<file path="config.mk">
export PLATFORM = sky130hd
export DESIGN_NAME = edge_capture_timer
export DESIGN_NICKNAME = d
export VERILOG_FILES = /design/src/rtl/ect_pkg.sv /design/src/rtl/ect_us_div.sv /design/src/rtl/ect_free_cnt.sv /design/src/rtl/ect_cap_chan.sv /design/src/rtl/edge_capture_timer.sv
export SDC_FILE = /design/constraint.sdc
export NUM_CORES = 1
export LEC_CHECK = 0
export BUFFER_PORTS_ARGS = -buffer_cell sky130_fd_sc_hd__buf_4
export CAP_MARGIN = 20
export CELL_PAD_IN_SITES_DETAIL_PLACEMENT = 1
export CELL_PAD_IN_SITES_GLOBAL_PLACEMENT = 2
export CORE_MARGIN = 4
export CORE_UTILIZATION = 38
export DETAILED_ROUTE_END_ITERATION = 7
export PLACE_DENSITY_LB_ADDON = 0.1
export SETUP_SLACK_MARGIN = 0.1
export SLEW_MARGIN = 15
export SYNTH_ARGS = -nofsm -noshare
export SYNTH_HDL_FRONTEND = slang
export SYNTH_SLANG_ARGS = --single-unit
</file>
<file path="constraint.sdc">
create_clock -name clk -period 2.4 [get_ports clk]
set_input_delay 0.36 -clock clk [delete_from_list [all_inputs] [get_ports clk]]
set_output_delay 0.36 -clock clk [all_outputs]
set_load 0.05 [all_outputs]
</file>
<file path="src/rtl/ect_pkg.sv">
package ect_pkg;

  localparam int ECT_CNT_W     = 12;
  localparam int ECT_WIN_W     = 8;
  localparam int ECT_CLK_DIV   = 12;
  localparam int ECT_FAST_BITS = 7;
  localparam int ECT_SLOW_BITS = 10;
  localparam int ECT_NCH       = 2;

  // Clamp a window selection to the largest shift that still fits the count.
  function automatic int unsigned clamp_shift(input int unsigned sel,
                                              input int unsigned max_shift);
    return (sel > max_shift) ? max_shift : sel;
  endfunction

  // Register address of a capture slot: two slots per channel, rising first.
  function automatic int unsigned slot_addr(input int unsigned ch,
                                            input bit falling);
    return 2 * ch + (falling ? 1 : 0);
  endfunction

endpackage

</file>
<file path="src/rtl/ect_us_div.sv">
module ect_us_div #(
  parameter int DIV = 12
) (
  input  logic clk,
  input  logic rst_n,
  output logic us_en
);
  localparam int DW = (DIV > 1) ? $clog2(DIV) : 1;

  logic [DW-1:0] phase_q;

  assign us_en = (phase_q == DW'(DIV - 1));

  always_ff @(posedge clk or negedge rst_n) begin
    if (!rst_n)     phase_q <= '0;
    else if (us_en) phase_q <= '0;
    else            phase_q <= phase_q + 1'b1;
  end
endmodule

</file>
<file path="src/rtl/ect_free_cnt.sv">
module ect_free_cnt #(
  parameter int CNT_W     = 12,
  parameter int FAST_BITS = 7,
  parameter int SLOW_BITS = 10
) (
  input  logic             clk,
  input  logic             rst_n,
  input  logic             us_en,
  output logic [CNT_W-1:0] cnt,
  output logic             tick_fast,
  output logic             tick_slow
);
  logic [CNT_W-1:0] cnt_nxt;

  always_comb cnt_nxt = cnt + 1'b1;

  always_ff @(posedge clk or negedge rst_n) begin
    if (!rst_n) begin
      cnt       <= '0;
      tick_fast <= 1'b0;
      tick_slow <= 1'b0;
    end else if (us_en) begin
      cnt       <= cnt_nxt;
      tick_fast <= (cnt_nxt[FAST_BITS-1:0] == '0);
      tick_slow <= (cnt_nxt[SLOW_BITS-1:0] == '0);
    end else begin
      tick_fast <= 1'b0;
      tick_slow <= 1'b0;
    end
  end
endmodule

</file>
<file path="src/rtl/ect_cap_chan.sv">
module ect_cap_chan #(
  parameter int WIN_W = 8
) (
  input  logic             clk,
  input  logic             rst_n,
  input  logic             pin,
  input  logic [WIN_W-1:0] win,
  input  logic             clr_rise,
  input  logic             clr_fall,
  output logic [WIN_W-1:0] rise_val,
  output logic [WIN_W-1:0] fall_val,
  output logic             rise_flag,
  output logic             fall_flag,
  output logic             irq,
  output logic             rise_evt,
  output logic             fall_evt
);
  logic pin_q;

  assign rise_evt =  pin & ~pin_q;
  assign fall_evt = ~pin &  pin_q;

  always_ff @(posedge clk or negedge rst_n) begin
    if (!rst_n) begin
      pin_q     <= 1'b0;
      rise_val  <= '0;
      fall_val  <= '0;
      rise_flag <= 1'b0;
      fall_flag <= 1'b0;
      irq       <= 1'b0;
    end else begin
      pin_q <= pin;
      irq   <= rise_evt | fall_evt;
      if (rise_evt) rise_val <= win;
      if (fall_evt) fall_val <= win;
      if (rise_evt)      rise_flag <= 1'b1;
      else if (clr_rise) rise_flag <= 1'b0;
      if (fall_evt)      fall_flag <= 1'b1;
      else if (clr_fall) fall_flag <= 1'b0;
    end
  end
endmodule

</file>
<file path="src/rtl/edge_capture_timer.sv">
module edge_capture_timer
  import ect_pkg::*;
#(
  parameter int CNT_W     = ECT_CNT_W,
  parameter int WIN_W     = ECT_WIN_W,
  parameter int CLK_DIV   = ECT_CLK_DIV,
  parameter int FAST_BITS = ECT_FAST_BITS,
  parameter int SLOW_BITS = ECT_SLOW_BITS,
  parameter int NCH       = ECT_NCH,
  localparam int MAX_SH   = CNT_W - WIN_W,
  localparam int SEL_W    = $clog2(MAX_SH + 1),
  localparam int NSLOT    = 2 * NCH,
  localparam int AW       = $clog2(NSLOT + 1)
) (
  input  logic             clk,
  input  logic             rst_n,
  input  logic [NCH-1:0]   cap_pin,
  input  logic [SEL_W-1:0] win_sel,
  input  logic             rd_en,
  input  logic [AW-1:0]    rd_addr,
  output logic [CNT_W-1:0] rd_data,
  output logic             tick_128us,
  output logic             tick_1ms,
  output logic [NSLOT-1:0] cap_flag,
  output logic [NCH-1:0]   cap_irq
);
  logic             us_en;
  logic [CNT_W-1:0] cnt;
  logic [WIN_W-1:0] win;
  logic [NSLOT-1:0] cap_evt;
  logic [NSLOT-1:0] slot_clr;
  logic [WIN_W-1:0] slot_val [NSLOT];

  ect_us_div #(.DIV(CLK_DIV)) u_div (
    .clk(clk), .rst_n(rst_n), .us_en(us_en)
  );

  ect_free_cnt #(.CNT_W(CNT_W), .FAST_BITS(FAST_BITS), .SLOW_BITS(SLOW_BITS)) u_cnt (
    .clk(clk), .rst_n(rst_n), .us_en(us_en), .cnt(cnt),
    .tick_fast(tick_128us), .tick_slow(tick_1ms)
  );

  always_comb win = WIN_W'(cnt >> clamp_shift(int'(win_sel), MAX_SH));

  always_comb begin
    for (int s = 0; s < NSLOT; s++) slot_clr[s] = rd_en && (rd_addr == AW'(s));
  end

  for (genvar c = 0; c < NCH; c++) begin : g_ch
    localparam int SR = 2 * c;
    localparam int SF = 2 * c + 1;
    ect_cap_chan #(.WIN_W(WIN_W)) u_ch (
      .clk(clk), .rst_n(rst_n), .pin(cap_pin[c]), .win(win),
      .clr_rise(slot_clr[SR]), .clr_fall(slot_clr[SF]),
      .rise_val(slot_val[SR]), .fall_val(slot_val[SF]),
      .rise_flag(cap_flag[SR]), .fall_flag(cap_flag[SF]),
      .irq(cap_irq[c]),
      .rise_evt(cap_evt[SR]), .fall_evt(cap_evt[SF])
    );
  end

  always_comb begin
    rd_data = '0;
    for (int s = 0; s < NSLOT; s++) begin
      if (rd_addr == AW'(s)) rd_data = CNT_W'(slot_val[s]);
    end
    if (rd_addr == AW'(NSLOT)) rd_data = cnt;
  end
endmodule

</file>
# Word-level counts from Yosys, hierarchy flattened
# Index checks and enable logic that the tools add are counted.
[totals]
ff_bits = 58
output_inout_bits = 20
[classes]
n_addsub = 2
n_lt_le_gt_ge = 1
n_eq_ne = 5
shift = 1
n_mux = 17
bitwise_logic = 10
n_reduce_logical = 11
[op_table]
columns = ["cell", "count"]
rows = [
  ["$mux W12", 4],
  ["$add A12 B1 Y12 const B", 1],
  ["$shr A12 B3 Y8", 1],
  ["$logic_not A10 Y1", 1],
  ["$mux W1", 10],
  ["$mux W8", 1],
  ["$reduce_bool A2 Y1", 4],
  ["$logic_not A7 Y1", 1],
  ["$eq A3 B2 Y1 const B", 2],
  ["$add A4 B1 Y4 const B", 1],
  ["$and A1 B1 Y1", 4],
  ["$eq A4 B4 Y1 const B", 1],
  ["$logic_and A1 B1 Y1", 4],
  ["$mux W4", 1],
  ["$not A1 Y1", 4],
  ["$eq A3 B1 Y1 const B", 1],
  ["$eq A3 B3 Y1 const B", 1],
  ["$gt A3 B3 Y1 const B", 1],
  ["$logic_not A3 Y1", 1],
  ["$mux W3", 1],
  ["$or A1 B1 Y1", 2],
]

# Depth between registers and ports, before layout
[depth]
word_depth = 6
depth_mapped = 6
depth_no_buf = 5

# Cells and area by module
# Synthesis repeated with hierarchy kept, for this count alone.
[unflattened]
cells_unflattened = 248
area_unflattened_um2 = 3210.6
[by_module_without_submodules]
columns = ["mod", "n_inst", "cells_each", "area_per_inst_um2", "seq_area_each_um2"]
rows = [
  ["ect_cap_chan", 2, 47, 824.5, 500.5],
  ["edge_capture_timer", 1, 78, 699.4, 0.0],
  ["ect_free_cnt", 1, 62, 681.9, 350.3],
  ["ect_us_div", 1, 14, 180.2, 100.1],
]

# Worst setup path after synthesis
# No wires, ideal clock.
[synth_timing]
path_kind = "input-to-output"
startpoint = "input rd_addr[0]"
endpoint = "output rd_data[7]"
arrival_time_ns = 1.783
required_ns = 2.040
path_slack_ns = 0.257
stages = 3
n_path_buf = 0
cell_sequence = "mux4_2 inv_1 o21ai_0"
[synth_via]
elab_chain_len = 6
elab_cells_between_ends = 10
classes_between = "4 x eq/ne; 5 x mux; 1 x reduce/logical"
[synth_lines]
columns = ["item", "line", "rtl"]
rows = [
  ["start, declared", "edge_capture_timer.sv:20", "input logic [AW-1:0] rd_addr,"],
  ["$logic_not A3 Y1", "edge_capture_timer.sv:65", "if (rd_addr == AW'(s)) rd_data = CNT_W'(slot_val[s]);"],
  ["$mux W8", "edge_capture_timer.sv:65", ""],
  ["$mux W12 (3 in a row)", "edge_capture_timer.sv:65", ""],
  ["$mux W12 (*)", "edge_capture_timer.sv:67", "if (rd_addr == AW'(NSLOT)) rd_data = cnt;"],
  ["end, declared", "edge_capture_timer.sv:21", "output logic [CNT_W-1:0] rd_data,"],
]
# Every way passes the cells marked *; elsewhere a longest branch is shown, timed or not.

# Final worst setup path
[layout_timing]
startpoint = "input rd_addr[2]"
endpoint = "output rd_data[0]"
# The elaborated chain is that of the path after synthesis.

==> summary.md <==
| Metric | Value |
|---|---|
| Crit-path max FO | 16 |
| Total wire length | 6920 µm |
| Mean Syn Cell Area | 10.2 µm² |
| Clk sink count | 58 |
| R2r endpoint | u_cnt.tick_slow |
| Final HPWL DP | 4850 µm |
| Crit path to | rd_data[0] |
| Leading cell types in the layout, fill and taps excluded | dfrtp_1, nor2_1, a21oi_1, buf_4, mux2i_1 |
| Layout cell share with drive strength beyond 1 | 0.204 |
| Final core utilization | 0.446 |
| PortBufs | 30 |
| Synth-to-layout area growth | 13.9% |
| Num rows | 32 |
| Area fraction of the dominant cell type after synthesis | 0.478 |
| Initial Util | 0.391 |
| Sequential Power Share | 0.446 |
| Die footprint | 0.00949 mm² |
| GRT Residual Overflow | 0 |
| Largest net degree at the start of global routing | 59 |
| CORE AREA | 0.00777 mm² |
| Routed wire length per instance | 16.6 µm |
| CTS tree | built |
| Crit start category | input pin |
| Synth cell types | 37 |
| Max-slew headroom | 0.507 |
| Synth Flop Type | dfrtp_1 |
| Req. time, crit path | 2.04 ns |
| DRC viols | 0 |
| Yosys warns | 0 |
| Final Skew | 0.00649 ns |
| Initial antenna violation count | 0 |
| Clock Power Share | 0.411 |
| Hold_buf cts | 0 |
| Die span in x | 97.4 µm |
| Final hold viol count | 0 |
| Synthesized area | 0.00304 mm² |
| Register-to-register setup slack | 0.56 ns |
| Clock Tree Buf Depth | 2 |
| ANT nets after route | 0 |
| Hold crit path type | in -> async |
| RSZ-0062 raised after global routing | false |
| Run status | completed |
| F_max | 0.516 GHz |
| Logic pwr share | 0.142 |
| Kind of end point of the critical path | output port |
| Switch Pwr | 0.666 mW |
| Worst vdd ir | 0.279 mV |
| Tmin final | 1.94 ns |
| Slew @ Worst Pin | 0.739 ns |
| Fin nets | 327 |
| Via count | 2139 |
| Setup violators final | 0 |
| Fin crit share | 0.808 |
| Yosys reg bits | 58 |
| RD Place Congestion | 0.684 |
| Switching Share | 0.272 |
| Final std cell area, no fill | 0.00346 mm² |
| Clk pin slew, worst setup/hold paths | 0.07 ns |
| ANT cells | 0 |
| First-pass GRT wire length | 11900 µm |
| R2r startpoint | u_cnt.cnt[1] |
| Sequential area share after synthesis | 0.478 |
| Placement Setup Slack | 0.447 ns |
| Vias in the first global route | 2318 |
| Slew Viols, Final | 0 |
| Max Cap Viol | 0 |
| Arr. time, crit path | 1.58 ns |
| Int Pwr | 1.79 mW |
| Final WS setup | 0.461 ns |
| Total leakage power | 1.61 nW |
| Final setup TNS | 0 ns |
| Vias per cell | 5.14 |
| Die Ht | 97.4 µm |
| R2R depth | 5 |
| Number of synthesized flops with an enable pin | 0 |
| Most common cell after layout, fill and taps aside | dfrtp_1 |
| Gate Count Post-Synth | 298 |
| Top Ports | 31 |
| Placed Area | 0.00324 mm² |
| Pre-antenna DRT Iters | 4 |
| Root buffer cell | clkbuf_8 |
| Skew-Pair Late Insertion Delay | 0.34 ns |
| Area leader, netlist | dfrtp_1 |
| # resized after CTS | 0 |
| All-Layer GR Usage | 0.158 |
| Pwr Density | 709 mW/mm² |
| Setup bufs post-CTS | 0 |
| Crit path launch | rd_addr[2] |
| Syn nets | 316 |
| Starting DRT DRC Count | 61 |
| Asr flop ratio synth | 1.00 |
| CTS Buf Count | 9 |
| Main area contributors after synthesis | dfrtp_1, mux4_2, a21oi_1 |
| Htree depth | 3 |
| Crit Path Category | in -> out |
-- critical path, stage by stage --
cell and delay (ns):
buf_4 0.17, nor2b_1 0.42, a22oi_1 0.16, o22ai_1 0.22
buf_4 0.24
-- registers in the layout (all words and copies together), names as in the netlist, 2 cells and up --
| register | cells |
|---|---|
| u_cnt.cnt | 12 |
| g_ch.u_ch.pin_q | 2 |
| g_ch.u_ch.fall_flag | 2 |
| u_div.phase_q | 4 |
| g_ch.u_ch.irq | 2 |
| g_ch.u_ch.fall_val | 16 |
| g_ch.u_ch.rise_flag | 2 |
| g_ch.u_ch.rise_val | 16 |
-- through the flow --
stage	power (mW)	cells	hold slack (ns)
after floorplan	1.36	298	0.0644
after global placement	1.46	400	0.456
after detailed placement	1.47	400	0.459
after CTS	2.49	416	0.105
after global routing	2.59	416	0.129
final	2.45	416	0.0920
-- cells in the mapped netlist (6+ instances only) --
cell type / number
a21oi_1: 39
a22oi_1: 7
and3_1: 10
buf_4: 7
clkbuf_1: 13
dfrtp_1: 58
ha_1: 7
inv_1: 7
mux2i_1: 15
mux4_2: 9
nand2_1: 10
nand3_1: 7
nor2_1: 43
o22ai_1: 7
xnor2_1: 6
xor2_1: 8
-- power groups by stage --
stage / Combinational, mW / Clock [mW] / Sequential [mW]
after floorplan: 0.263 / 0 / 1.10
after global placement: 0.351 / 0 / 1.11
after detailed placement: 0.356 / 0 / 1.11
after CTS: 0.357 / 1.04 / 1.10
after global routing: 0.389 / 1.09 / 1.10
final: 0.349 / 1.01 / 1.09
-- routing by layer --
| metal | part of all wire | global-route usage | wire (µm) |
|---|---|---|---|
| met1 | 0.48 | 0.211 | 3310 |
| met2 | 0.48 | 0.247 | 3310 |
| met3 | 0.023 | 0.0323 | 159 |
| met4 | 0.021 | 0.0703 | 142 |
| met5 | 0 | 0 | 0 |
-- worst min path at each step --
| stage | from | end | slack [ns] | depth (start not counted) |
|---|---|---|---|---|
| floorplan | rst_n | g_ch[0].u_ch.fall_flag | 0.06 | 0 |
| global placement | u_div.phase_q[0] | u_div.phase_q[0] | 0.46 | 1 |
| detailed placement | u_div.phase_q[0] | u_div.phase_q[0] | 0.46 | 1 |
| CTS | rst_n | g_ch[0].u_ch.fall_val[0] | 0.10 | 1 |
| global route | cap_pin[0] | g_ch[0].u_ch.pin_q | 0.13 | 1 |
| finish | rst_n | g_ch[0].u_ch.irq | 0.09 | 1 |
-- final cells by class --
class                      count  area (µm²)
clock buffer                  11         141
timing repair buffer          33         248
sequential                    58        1450
tap                          102         128
multi-input combinational    200        1390
fill                         878        4310
clock inverter                 5        77.6
inverter                       7        26.3
-- kinds of logic after synthesis --
family,synth area share
AO/OA/AOI/OAI,0.117
XOR/XNOR,0.0403
adder cells (fa/ha/maj),0.0288
buffers and inverters,0.0655
flip-flops,0.478
multiplexers,0.116
AND/OR/NAND/NOR,0.155
(Power assumes the default switching activity.)
